## config.mk

```make
export PLATFORM = sky130hd
export DESIGN_NAME = sync_hdr_aligner
export DESIGN_NICKNAME = d
export VERILOG_FILES = /design/src/rtl/sha_pkg.sv /design/src/rtl/sha_datapath.sv /design/src/rtl/sha_control.sv /design/src/rtl/sync_hdr_aligner.sv
export SDC_FILE = /design/constraint.sdc
export NUM_CORES = 1
export LEC_CHECK = 0
export BUFFER_PORTS_ARGS = -buffer_cell sky130_fd_sc_hd__buf_2
export CORE_MARGIN = 2
export CORE_UTILIZATION = 62
export DETAILED_ROUTE_END_ITERATION = 10
export PLACE_DENSITY = 0.82
export SLEW_MARGIN = 20
export SYNTH_ARGS = -nofsm -noshare
export SYNTH_HDL_FRONTEND = slang
export SYNTH_SLANG_ARGS = --single-unit
```

## constraint.sdc

```tcl
create_clock -name clk -period 6.7 [get_ports clk]
set_clock_uncertainty 0.15 [all_clocks]
set_input_delay 1.005 -clock clk [delete_from_list [all_inputs] [get_ports clk]]
set_output_delay 1.005 -clock clk [all_outputs]
set_load 0.01 [all_outputs]
```

## src/rtl/sha_pkg.sv

```systemverilog
package sha_pkg;
  localparam int BLK_W = 66;
  localparam int HDR_W = 2;
  localparam int PAY_W = BLK_W - HDR_W;
  localparam int OFF_W = $clog2(BLK_W);

  typedef enum logic {MS_SEARCH, MS_TRACK} msgState_e;

  // strobes from control to datapath
  typedef struct packed {
    logic [OFF_W-1:0] offset;
    logic             emitBlk;
    logic             shiftSync;
    logic             emitMsg;
  } ctrl_t;

  // observations from datapath to control
  typedef struct packed {
    logic blkAvail;
    logic hdrOk;
    logic pilotHit;
  } stat_t;
endpackage

```

## src/rtl/sha_datapath.sv

```systemverilog
module sha_datapath
  import sha_pkg::*;
#(
  parameter int MSG_W = 32,
  parameter int PILOT_W = 12,
  parameter int PILOT_LSB = 20,
  parameter logic [PILOT_W-1:0] PILOT = 12'hCA3
) (
  input  logic              clk,
  input  logic              rst,
  input  logic              inValid,
  input  logic [BLK_W-1:0]  inData,
  input  ctrl_t             ctrl,
  output stat_t             stat,
  output logic              outValid,
  output logic [PAY_W-1:0]  outPayload,
  output logic [HDR_W-1:0]  outHdr,
  output logic              msgValid,
  output logic [MSG_W-1:0]  msgData
);
  localparam int SPAN_W = 2 * BLK_W;

  logic [BLK_W-1:0]  prevWord;
  logic              primed;
  logic [SPAN_W-1:0] span;
  logic [SPAN_W-1:0] shifted;
  logic [BLK_W-1:0]  blk;
  logic [MSG_W-2:0]  syncHist;
  logic [MSG_W-1:0]  syncNext;

  always_comb begin
    span     = {inData, prevWord};
    shifted  = span >> ctrl.offset;
    blk      = shifted[BLK_W-1:0];
    syncNext = {blk[0], syncHist};
  end

  assign stat.blkAvail = inValid & primed;
  assign stat.hdrOk    = blk[0] ^ blk[1];
  assign stat.pilotHit = (syncNext[PILOT_LSB +: PILOT_W] == PILOT);

  always_ff @(posedge clk) begin
    if (rst) begin
      primed     <= 1'b0;
      outValid   <= 1'b0;
      outPayload <= '0;
      outHdr     <= '0;
      msgValid   <= 1'b0;
      msgData    <= '0;
      syncHist   <= '0;
    end else begin
      if (inValid) begin
        prevWord <= inData;
        primed   <= 1'b1;
      end
      outValid <= ctrl.emitBlk;
      if (ctrl.emitBlk) begin
        outPayload <= blk[BLK_W-1:HDR_W];
        outHdr     <= blk[HDR_W-1:0];
      end
      if (ctrl.shiftSync) syncHist <= syncNext[MSG_W-1:1];
      msgValid <= ctrl.emitMsg;
      if (ctrl.emitMsg) msgData <= syncNext;
    end
  end

  // an emitted message always carries the pilot
  a_r9_msg_has_pilot: assert property (@(posedge clk) disable iff (rst)
    msgValid |-> (msgData[PILOT_LSB +: PILOT_W] == PILOT));

  // control only emits a block when a primed word arrived
  a_r1_emit_needs_word: assert property (@(posedge clk) disable iff (rst)
    ctrl.emitBlk |-> (inValid && primed));
endmodule

```

## src/rtl/sha_control.sv

```systemverilog
module sha_control
  import sha_pkg::*;
#(
  parameter int LOCK_CNT = 64,
  parameter int WIN_LEN = 64,
  parameter int ERR_LIM = 16,
  parameter int MSG_W = 32,
  parameter int MSG_LOCK_CNT = 4
) (
  input  logic  clk,
  input  logic  rst,
  input  stat_t stat,
  output ctrl_t ctrl,
  output logic  blockLock,
  output logic  msgLock
);
  localparam int GW = $clog2(LOCK_CNT + 1);
  localparam int WW = $clog2(WIN_LEN + 1);
  localparam int EW = $clog2(ERR_LIM + 1);
  localparam int FW = $clog2(MSG_W + 1);
  localparam int PW = $clog2(MSG_W);
  localparam int NW = $clog2(MSG_LOCK_CNT + 1);
  localparam logic [GW-1:0]    GOOD_LAST = GW'(LOCK_CNT - 1);
  localparam logic [WW-1:0]    WIN_LAST  = WW'(WIN_LEN - 1);
  localparam logic [EW-1:0]    ERR_LAST  = EW'(ERR_LIM - 1);
  localparam logic [FW-1:0]    FILL_MAX  = FW'(MSG_W);
  localparam logic [FW-1:0]    FILL_FULL = FW'(MSG_W - 1);
  localparam logic [PW-1:0]    PH_LAST   = PW'(MSG_W - 1);
  localparam logic [NW-1:0]    N_MAX     = NW'(MSG_LOCK_CNT);
  localparam logic [NW-1:0]    N_LAST    = NW'(MSG_LOCK_CNT - 1);
  localparam logic [OFF_W-1:0] OFF_LAST  = OFF_W'(BLK_W - 1);

  logic [OFF_W-1:0] offset;
  logic [GW-1:0]    goodCnt;
  logic [WW-1:0]    winCnt;
  logic [EW-1:0]    errCnt;
  logic [FW-1:0]    fill;
  logic [PW-1:0]    phase;
  logic [NW-1:0]    nMsg;
  msgState_e        mState;
  logic             dropLock;
  logic             boundary;

  function automatic logic [OFF_W-1:0] nextOff(input logic [OFF_W-1:0] o);
    return (o == OFF_LAST) ? '0 : o + 1'b1;
  endfunction

  always_comb begin
    dropLock       = blockLock & stat.blkAvail & ~stat.hdrOk & (errCnt == ERR_LAST);
    boundary       = (mState == MS_TRACK) & (phase == PH_LAST);
    ctrl.offset    = offset;
    ctrl.emitBlk   = stat.blkAvail & blockLock;
    ctrl.shiftSync = stat.blkAvail & blockLock;
    ctrl.emitMsg   = ctrl.shiftSync & ~dropLock & boundary & stat.pilotHit & (nMsg >= N_LAST);
  end

  always_ff @(posedge clk) begin
    if (rst) begin
      offset    <= '0;
      blockLock <= 1'b0;
      goodCnt   <= '0;
      winCnt    <= '0;
      errCnt    <= '0;
      mState    <= MS_SEARCH;
      fill      <= '0;
      phase     <= '0;
      nMsg      <= '0;
      msgLock   <= 1'b0;
    end else if (stat.blkAvail) begin
      if (!blockLock) begin
        if (stat.hdrOk) begin
          if (goodCnt == GOOD_LAST) begin
            blockLock <= 1'b1;
            goodCnt   <= '0;
            winCnt    <= '0;
            errCnt    <= '0;
          end else begin
            goodCnt <= goodCnt + 1'b1;
          end
        end else begin
          offset  <= nextOff(offset);
          goodCnt <= '0;
        end
      end else if (dropLock) begin
        blockLock <= 1'b0;
        goodCnt   <= '0;
        winCnt    <= '0;
        errCnt    <= '0;
        mState    <= MS_SEARCH;
        fill      <= '0;
        phase     <= '0;
        nMsg      <= '0;
        msgLock   <= 1'b0;
      end else begin
        if (winCnt == WIN_LAST) begin
          winCnt <= '0;
          errCnt <= '0;
        end else begin
          winCnt <= winCnt + 1'b1;
          if (!stat.hdrOk) errCnt <= errCnt + 1'b1;
        end
        if (fill != FILL_MAX) fill <= fill + 1'b1;
        if (mState == MS_SEARCH) begin
          if ((fill >= FILL_FULL) && stat.pilotHit) begin
            mState <= MS_TRACK;
            phase  <= '0;
            nMsg   <= NW'(1);
          end
        end else if (phase == PH_LAST) begin
          phase <= '0;
          if (stat.pilotHit) begin
            if (nMsg != N_MAX) nMsg <= nMsg + 1'b1;
            if (nMsg >= N_LAST) msgLock <= 1'b1;
          end else begin
            mState  <= MS_SEARCH;
            nMsg    <= '0;
            msgLock <= 1'b0;
          end
        end else begin
          phase <= phase + 1'b1;
        end
      end
    end
  end

  // an invalid header during search slips exactly one bit
  a_r3_slip_one_bit: assert property (@(posedge clk) disable iff (rst)
    (!blockLock && stat.blkAvail && !stat.hdrOk) |=> (offset == nextOff($past(offset))));

  // offset frozen under lock
  a_r4_offset_held: assert property (@(posedge clk) disable iff (rst)
    blockLock |=> $stable(offset));

  // lock only rises on an accepted valid header
  a_r4_lock_on_good: assert property (@(posedge clk) disable iff (rst)
    $rose(blockLock) |-> $past(stat.blkAvail && stat.hdrOk));

  // message lock implies block lock
  a_r9_msglock_needs_blk: assert property (@(posedge clk) disable iff (rst)
    msgLock |-> blockLock);

  // message lock rises only on a pilot
  a_r8_msglock_on_pilot: assert property (@(posedge clk) disable iff (rst)
    $rose(msgLock) |-> $past(stat.pilotHit));
endmodule

```

## src/rtl/sync_hdr_aligner.sv

```systemverilog
module sync_hdr_aligner
  import sha_pkg::*;
#(
  parameter int LOCK_CNT = 64,
  parameter int WIN_LEN = 64,
  parameter int ERR_LIM = 16,
  parameter int MSG_W = 32,
  parameter int PILOT_W = 12,
  parameter int PILOT_LSB = 20,
  parameter logic [PILOT_W-1:0] PILOT = 12'hCA3,
  parameter int MSG_LOCK_CNT = 4
) (
  input  logic              clk,
  input  logic              rst,
  input  logic              inValid,
  input  logic [BLK_W-1:0]  inData,
  output logic              outValid,
  output logic [PAY_W-1:0]  outPayload,
  output logic [HDR_W-1:0]  outHdr,
  output logic              blockLock,
  output logic              msgLock,
  output logic              msgValid,
  output logic [MSG_W-1:0]  msgData
);
  ctrl_t ctrl;
  stat_t stat;

  sha_datapath #(
    .MSG_W(MSG_W), .PILOT_W(PILOT_W), .PILOT_LSB(PILOT_LSB), .PILOT(PILOT)
  ) u_dp (
    .clk(clk), .rst(rst), .inValid(inValid), .inData(inData),
    .ctrl(ctrl), .stat(stat),
    .outValid(outValid), .outPayload(outPayload), .outHdr(outHdr),
    .msgValid(msgValid), .msgData(msgData)
  );

  sha_control #(
    .LOCK_CNT(LOCK_CNT), .WIN_LEN(WIN_LEN), .ERR_LIM(ERR_LIM),
    .MSG_W(MSG_W), .MSG_LOCK_CNT(MSG_LOCK_CNT)
  ) u_ctl (
    .clk(clk), .rst(rst), .stat(stat), .ctrl(ctrl),
    .blockLock(blockLock), .msgLock(msgLock)
  );
endmodule

```

# Word-level counts from Yosys, hierarchy flattened

Index checks and enable logic that the tools add are counted.

Memories kept: 0
Output and inout port bits: 102
Logic and storage cells: 114
Bits of input ports: 69
Bits in writable memories: 0
Bits in registers: 241
ROM bits: 0
Latch bits: 0

Equal/unequal tests: 13
Mux-type cells: 42
Bitwise gates (word level): 14
Div/mod/pow operators: 0
$mul: 0
Reduce and logical (&&, ||, !) cells: 17
Shift operators: 1
Order comparisons: 2
Add/sub/neg operators: 7

Operators by type and width:

| kind                                                                   | number |
|---|---|
| 132-bit by 7-bit right shift with 66-bit output                        | 1 |
| 7-bit two-way mux                                                      | 10 |
| 5-bit two-way mux                                                      | 10 |
| 7-bit by 1-bit adder with 7-bit output (second input constant)         | 3 |
| 3-bit two-way mux                                                      | 6 |
| 7-bit by 6-bit == test with 1-bit output (second input constant)       | 2 |
| 1-bit two-way mux                                                      | 14 |
| 12-bit == test (second input constant)                                 | 1 |
| 6-bit two-way mux                                                      | 2 |
| 3-bit AND reduction                                                    | 4 |
| 5-bit by 1-bit adder with 5-bit output (second input constant)         | 2 |
| 5-bit AND reduction                                                    | 2 |
| 2-bit nonzero test                                                     | 5 |
| 1-bit bitwise AND                                                      | 9 |
| 3-bit != test (second input constant)                                  | 3 |
| 4-bit != test (second input constant)                                  | 2 |
| 7-bit == test (second input constant)                                  | 1 |
| 6-bit by 1-bit adder with 6-bit output (second input constant)         | 1 |
| 6-bit by 5-bit >= comparator with 1-bit output (second input constant) | 1 |
| 6-bit != test (second input constant)                                  | 1 |
| 2-bit AND reduction                                                    | 3 |
| 5-bit by 4-bit == test with 1-bit output (second input constant)       | 1 |
| 5-bit == test (second input constant)                                  | 1 |
| 1-bit inverter                                                         | 4 |
| other kinds (7)                                                        | 7 |

# Longest topological paths before layout

Depth in word-level cells: 10
Depth in mapped cells: 15

# Cells and area by module

From an unflattened synthesis, not the netlist that was laid out.

Cells, all modules: 1850
Area, all modules: 19487.4 µm²

Modules (own cells, without submodules):

| module       | area an instance (µm²) | instances | cells an instance |
|---|---|---|---|
| sha_datapath | 17075.1                | 1         | 1572 |
| sha_control  | 2412.3                 | 1         | 278 |

# Least setup slack after synthesis

Ideal clock, no wire load.

Path kind: input-to-reg
Start: input port rst
End: register u_dp.prevWord[0] (enable)
Arrival time: 4.367 ns
Cell stages on the path: 3
Required time: 6.053 ns
Slack: 1.686 ns
Cells stage by stage: clkbuf_1 clkbuf_1 nor2b_1

Longest elaborated chain between the ends: 2

RTL lines:

| item                          | RTL line               | RTL |
|---|---|---|
| start, declared               | sync_hdr_aligner.sv:14 | `input logic rst,` |
| 1-bit inverter (no line)      | -                      |  |
| 2-bit AND reduction (no line) | -                      |  |
| end signal, assigned          | sha_datapath.sv:53     | `prevWord <= inData;` |
| end, declared                 | sha_datapath.sv:23     | `logic [BLK_W-1:0] prevWord;` |

No other way between the ends.
A chain may end at the register's enable or synchronous reset.

# Worst setup path in the final report

Start: register u_ctl.offset[0]
End: register u_ctl.winCnt[2]

Longest elaborated chain between the ends: 7
Elaborated cells on any way between the ends: 9
Classes of those cells: 1 x shift; 2 x mux; 4 x bitwise; 2 x reduce/logical

RTL lines:

| item                                                | RTL line           | RTL |
|---|---|---|
| start, declared                                     | sha_control.sv:33  | `logic [OFF_W-1:0] offset;` |
| start signal, assigned                              | sha_control.sv:81  | `offset <= nextOff(offset);` |
| 132-bit by 7-bit right shift with 66-bit output (*) | sha_datapath.sv:33 | `shifted = span >> ctrl.offset;` |
| 1-bit XOR (*)                                       | sha_datapath.sv:39 | `assign stat.hdrOk = blk[0] ^ blk[1];` |
| 1-bit inverter                                      | sha_control.sv:49  | `dropLock = blockLock & stat.blkAvail & ~stat.hdrOk & (errCnt == ERR_LAST);` |
| 1-bit bitwise AND (2 in a row)                      | sha_control.sv:49  |  |
| 7-bit two-way mux                                   | sha_control.sv:84  | `end else if (dropLock) begin` |
| 7-bit two-way mux                                   | sha_control.sv:70  | `if (!blockLock) begin` |
| end signal, assigned                                | sha_control.sv:99  | `winCnt <= winCnt + 1'b1;` |
| end, declared                                       | sha_control.sv:35  | `logic [WW-1:0] winCnt;` |

Every way passes the cells marked *; elsewhere a longest branch is shown, timed or not.

==> run summary <==
DP HPWL - 47200 um
Startpoint types - register
DR iter-0 viols - 2541
CTS H-tree depth - 1
Worst rel slew slack - 24.6%
Worst Path Max Fanout - 45
# nets final - 2150
Net load switching power - 1290 uW
Crit path time final - 4.91 ns
N_diodes - 0
Synth Warn # - 0
Drt pass-1 iters - 7
Max stage delay on crit path - 0.83 ns
Final Setup Violations - 0
Logic gate share of total power - 24.1%
Area Growth Syn to Fin - 8.29%
Final wirelength - 64000 um
RSZ-0062 raised after global routing - false
Via count - 17700
Worst-Skew Late Latency - 0.55 ns
Die W - 180 um
IO Port Bufs - 170
Final hold viol count - 0
Max VDD drop - 0.000225 V
Vias in the first global route - 16400
Residual DRC - 0
Most common cell after layout, fill and taps aside - nand2_1
Number of setup buffers added after CTS - 0
Internal Dissipation - 2890 uW
Die area - 32400 um^2
Initial antenna violation count - 0
Fin. max-slew vios - 0
GRT overflow - 0
Max clock buf depth - 3
Largest net degree at the start of global routing - 100
Main synth FF type - dfxtp_1
Leakage - 0.00828 uW
Async SR Flop Fraction - 0%
Core ar. - 30600 um^2
Synth Instances - 2026
Commonest cells after routing, fill and taps aside - 356 x nand2_1, 218 x nor2_1, 210 x mux2i_1
EDFF count, synth - 66
Vias per cell - 7.11
Dpl cell area - 19800 um^2
Peak Freq - 204 MHz
Root Driver - clkbuf_16
Layout cell share with drive strength beyond 1 - 24.5%
Busiest grt layer - met2
Detail Route Antenna Nets - 0
Post-synth design cell area - 19200 um^2
Critical path endpoint category - register
CP max stage cell - dfxtp_4
#FFs+latches synth - 240
Sw Ratio - 30.9%
Critical path type - reg -> reg
Hold buffers post-CTS - 0
DR WL/cell - 25.8 um
Max-Cap Viols - 0
Cell Pwr Density - 201 nW/um^2
RD Place Congestion - 1.09
Met3 usage - 11.5%
Final worst path period share - 73.3%
I/O pins - 171
CP cell instances - buf_4 -> mux4_2 -> o22ai_1 -> nor4_1 -> o221ai_1 -> nor3_4 -> or3_1 -> a31o_1 -> nor2_2 -> a221o_1
Type of the worst min-delay path - reg -> reg
First-pass GRT wire length - 98100 um
Worst path required time - 6.99 ns
CTS Buf Count - 27
Clk sinks - 240
Post-Layout Inst Area - 20800 um^2
Die height - 180 um
Least-Margin Pin Slew - 1.13 ns
Met2 usage - 55.6%
Post-cts resize count - 0
Gr usage total - 38.6%
Run status - completed
GR Layer Usage met1 - 52.3%
Critical Path AT - 5.20 ns
Post-synthesis sequential area ratio - 28.4%
Clock-pin slew on the worst setup and hold paths - 0.07 ns
Initial Utilization - 62.8%
Clock power share - 38.0%
Mean Syn Cell Area - 9.48 um^2
Distinct cells, synth - 97
# rows - 64
TritonCTS clock tree - yes
Seq pwr share - 37.9%
Syn_nets - 2108
Final setup TNS - 0 ns
## through the flow
step | hold WS (ns) | instances | utilization [%] | worst slack (ns) | power (uW)
floorplan | 0.272 | 2026 | - | 1.69 | 2270
global placement | 0.281 | 2435 | 64.8 | 1.92 | 2550
global route | 0.333 | 2484 | 68.0 | 1.52 | 4290
CTS | 0.309 | 2484 | 68.0 | 1.83 | 4140
finish | 0.303 | 2484 | 68.0 | 1.79 | 4190
detailed placement | 0.290 | 2435 | 64.8 | 1.83 | 2570
## power groups by stage
stage	clock (uW)	combinational, uW	sequential [uW]
final	1590	1010	1590
after global routing	1650	1050	1590
after CTS	1600	961	1580
after detailed placement	0	957	1610
after global placement	0	938	1610
after floorplan	0	699	1580
## cells in the mapped netlist (all sizes together), types with 15 or more instances
master  count  area [um^2]
a211oi     35          263
nand2     357         1340
a21oi      97          497
clkbuf     89          334
o22ai      17          119
and3       15         93.8
o21ai     105          529
mux2i     211         2120
edfxtp     66         1980
nor3       33          196
dfxtp     174         3480
inv        22         82.6
and2       21          134
mux2       51          582
buf        93          649
nor2      221          835
nand3      27          140
mux4      175         3950
## path summary, 6_finish.rpt
check                                start                             to  slack [ns]  cells past startpoint
max           u_ctl.offset[0]$_SDFFE_PP0P_   u_ctl.winCnt[2]$_SDFFE_PP0P_        1.79                     10
min          u_dp.msgData[22]$_SDFFE_PP0P_  u_dp.msgData[22]$_SDFFE_PP0P_        0.30                      1
max reg2reg   u_ctl.offset[0]$_SDFFE_PP0P_   u_ctl.winCnt[2]$_SDFFE_PP0P_        1.79                     10
min reg2reg  u_dp.msgData[22]$_SDFFE_PP0P_  u_dp.msgData[22]$_SDFFE_PP0P_        0.30                      1
## logic make-up (layout without fill, tap and decap cells)
| logic type | after synthesis | in the layout | share of synthesized area (%) |
|---|---|---|---|
| muxes | 437 | 437 | 34.6 |
| DFF | 240 | 240 | 28.4 |
| AOI/OAI and AO/OA | 375 | 375 | 13.0 |
| xor gates and xnor gates | 14 | 14 | 0.638 |
| buffers and inverters | 205 | 267 | 5.57 |
| and+or+nand+nor | 742 | 742 | 16.9 |
| adders and majority gates | 13 | 13 | 0.847 |
## layer usage
layer	up-vias	wire length [um]
met3	289	9620
met5	-	0
met2	1391	26600
li1	7643	-
met4	0	4590
met1	8348	23200
## worst max-delay path, delay by kind of cell (launching register included)
kind | cells | cell delay (ns)
DFF | 1 | 0.83
AOI/OAI and AO/OA | 4 | 1.32
buffers and inverters | 1 | 0.45
muxes | 1 | 0.36
and+or+nand+nor | 4 | 1.62
## registers in the layout, indices dropped and copies added (netlist names)
register         cells
u_dp.outValid        1
u_dp.outPayload     64
u_ctl.goodCnt        7
u_ctl.blockLock      1
u_ctl.winCnt         7
u_ctl.errCnt         5
u_dp.outHdr          2
u_ctl.offset         7
u_ctl.fill           6
u_dp.primed          1
u_dp.syncHist       30
u_ctl.mState         1
u_ctl.nMsg           3
u_ctl.msgLock        1
u_dp.prevWord       66
u_dp.msgValid        1
u_ctl.phase          5
u_dp.msgData        32
## layout make-up
cell class	count	area [um^2]
multi-input combinational	1581	12700
clock inverter	11	128
clock buffer	38	842
tap	396	495
timing repair buffer	195	1050
sequential	240	5490
fill	2451	9780
inverter	23	92.6
No activity file was read; power rests on OpenSTA's default activity.
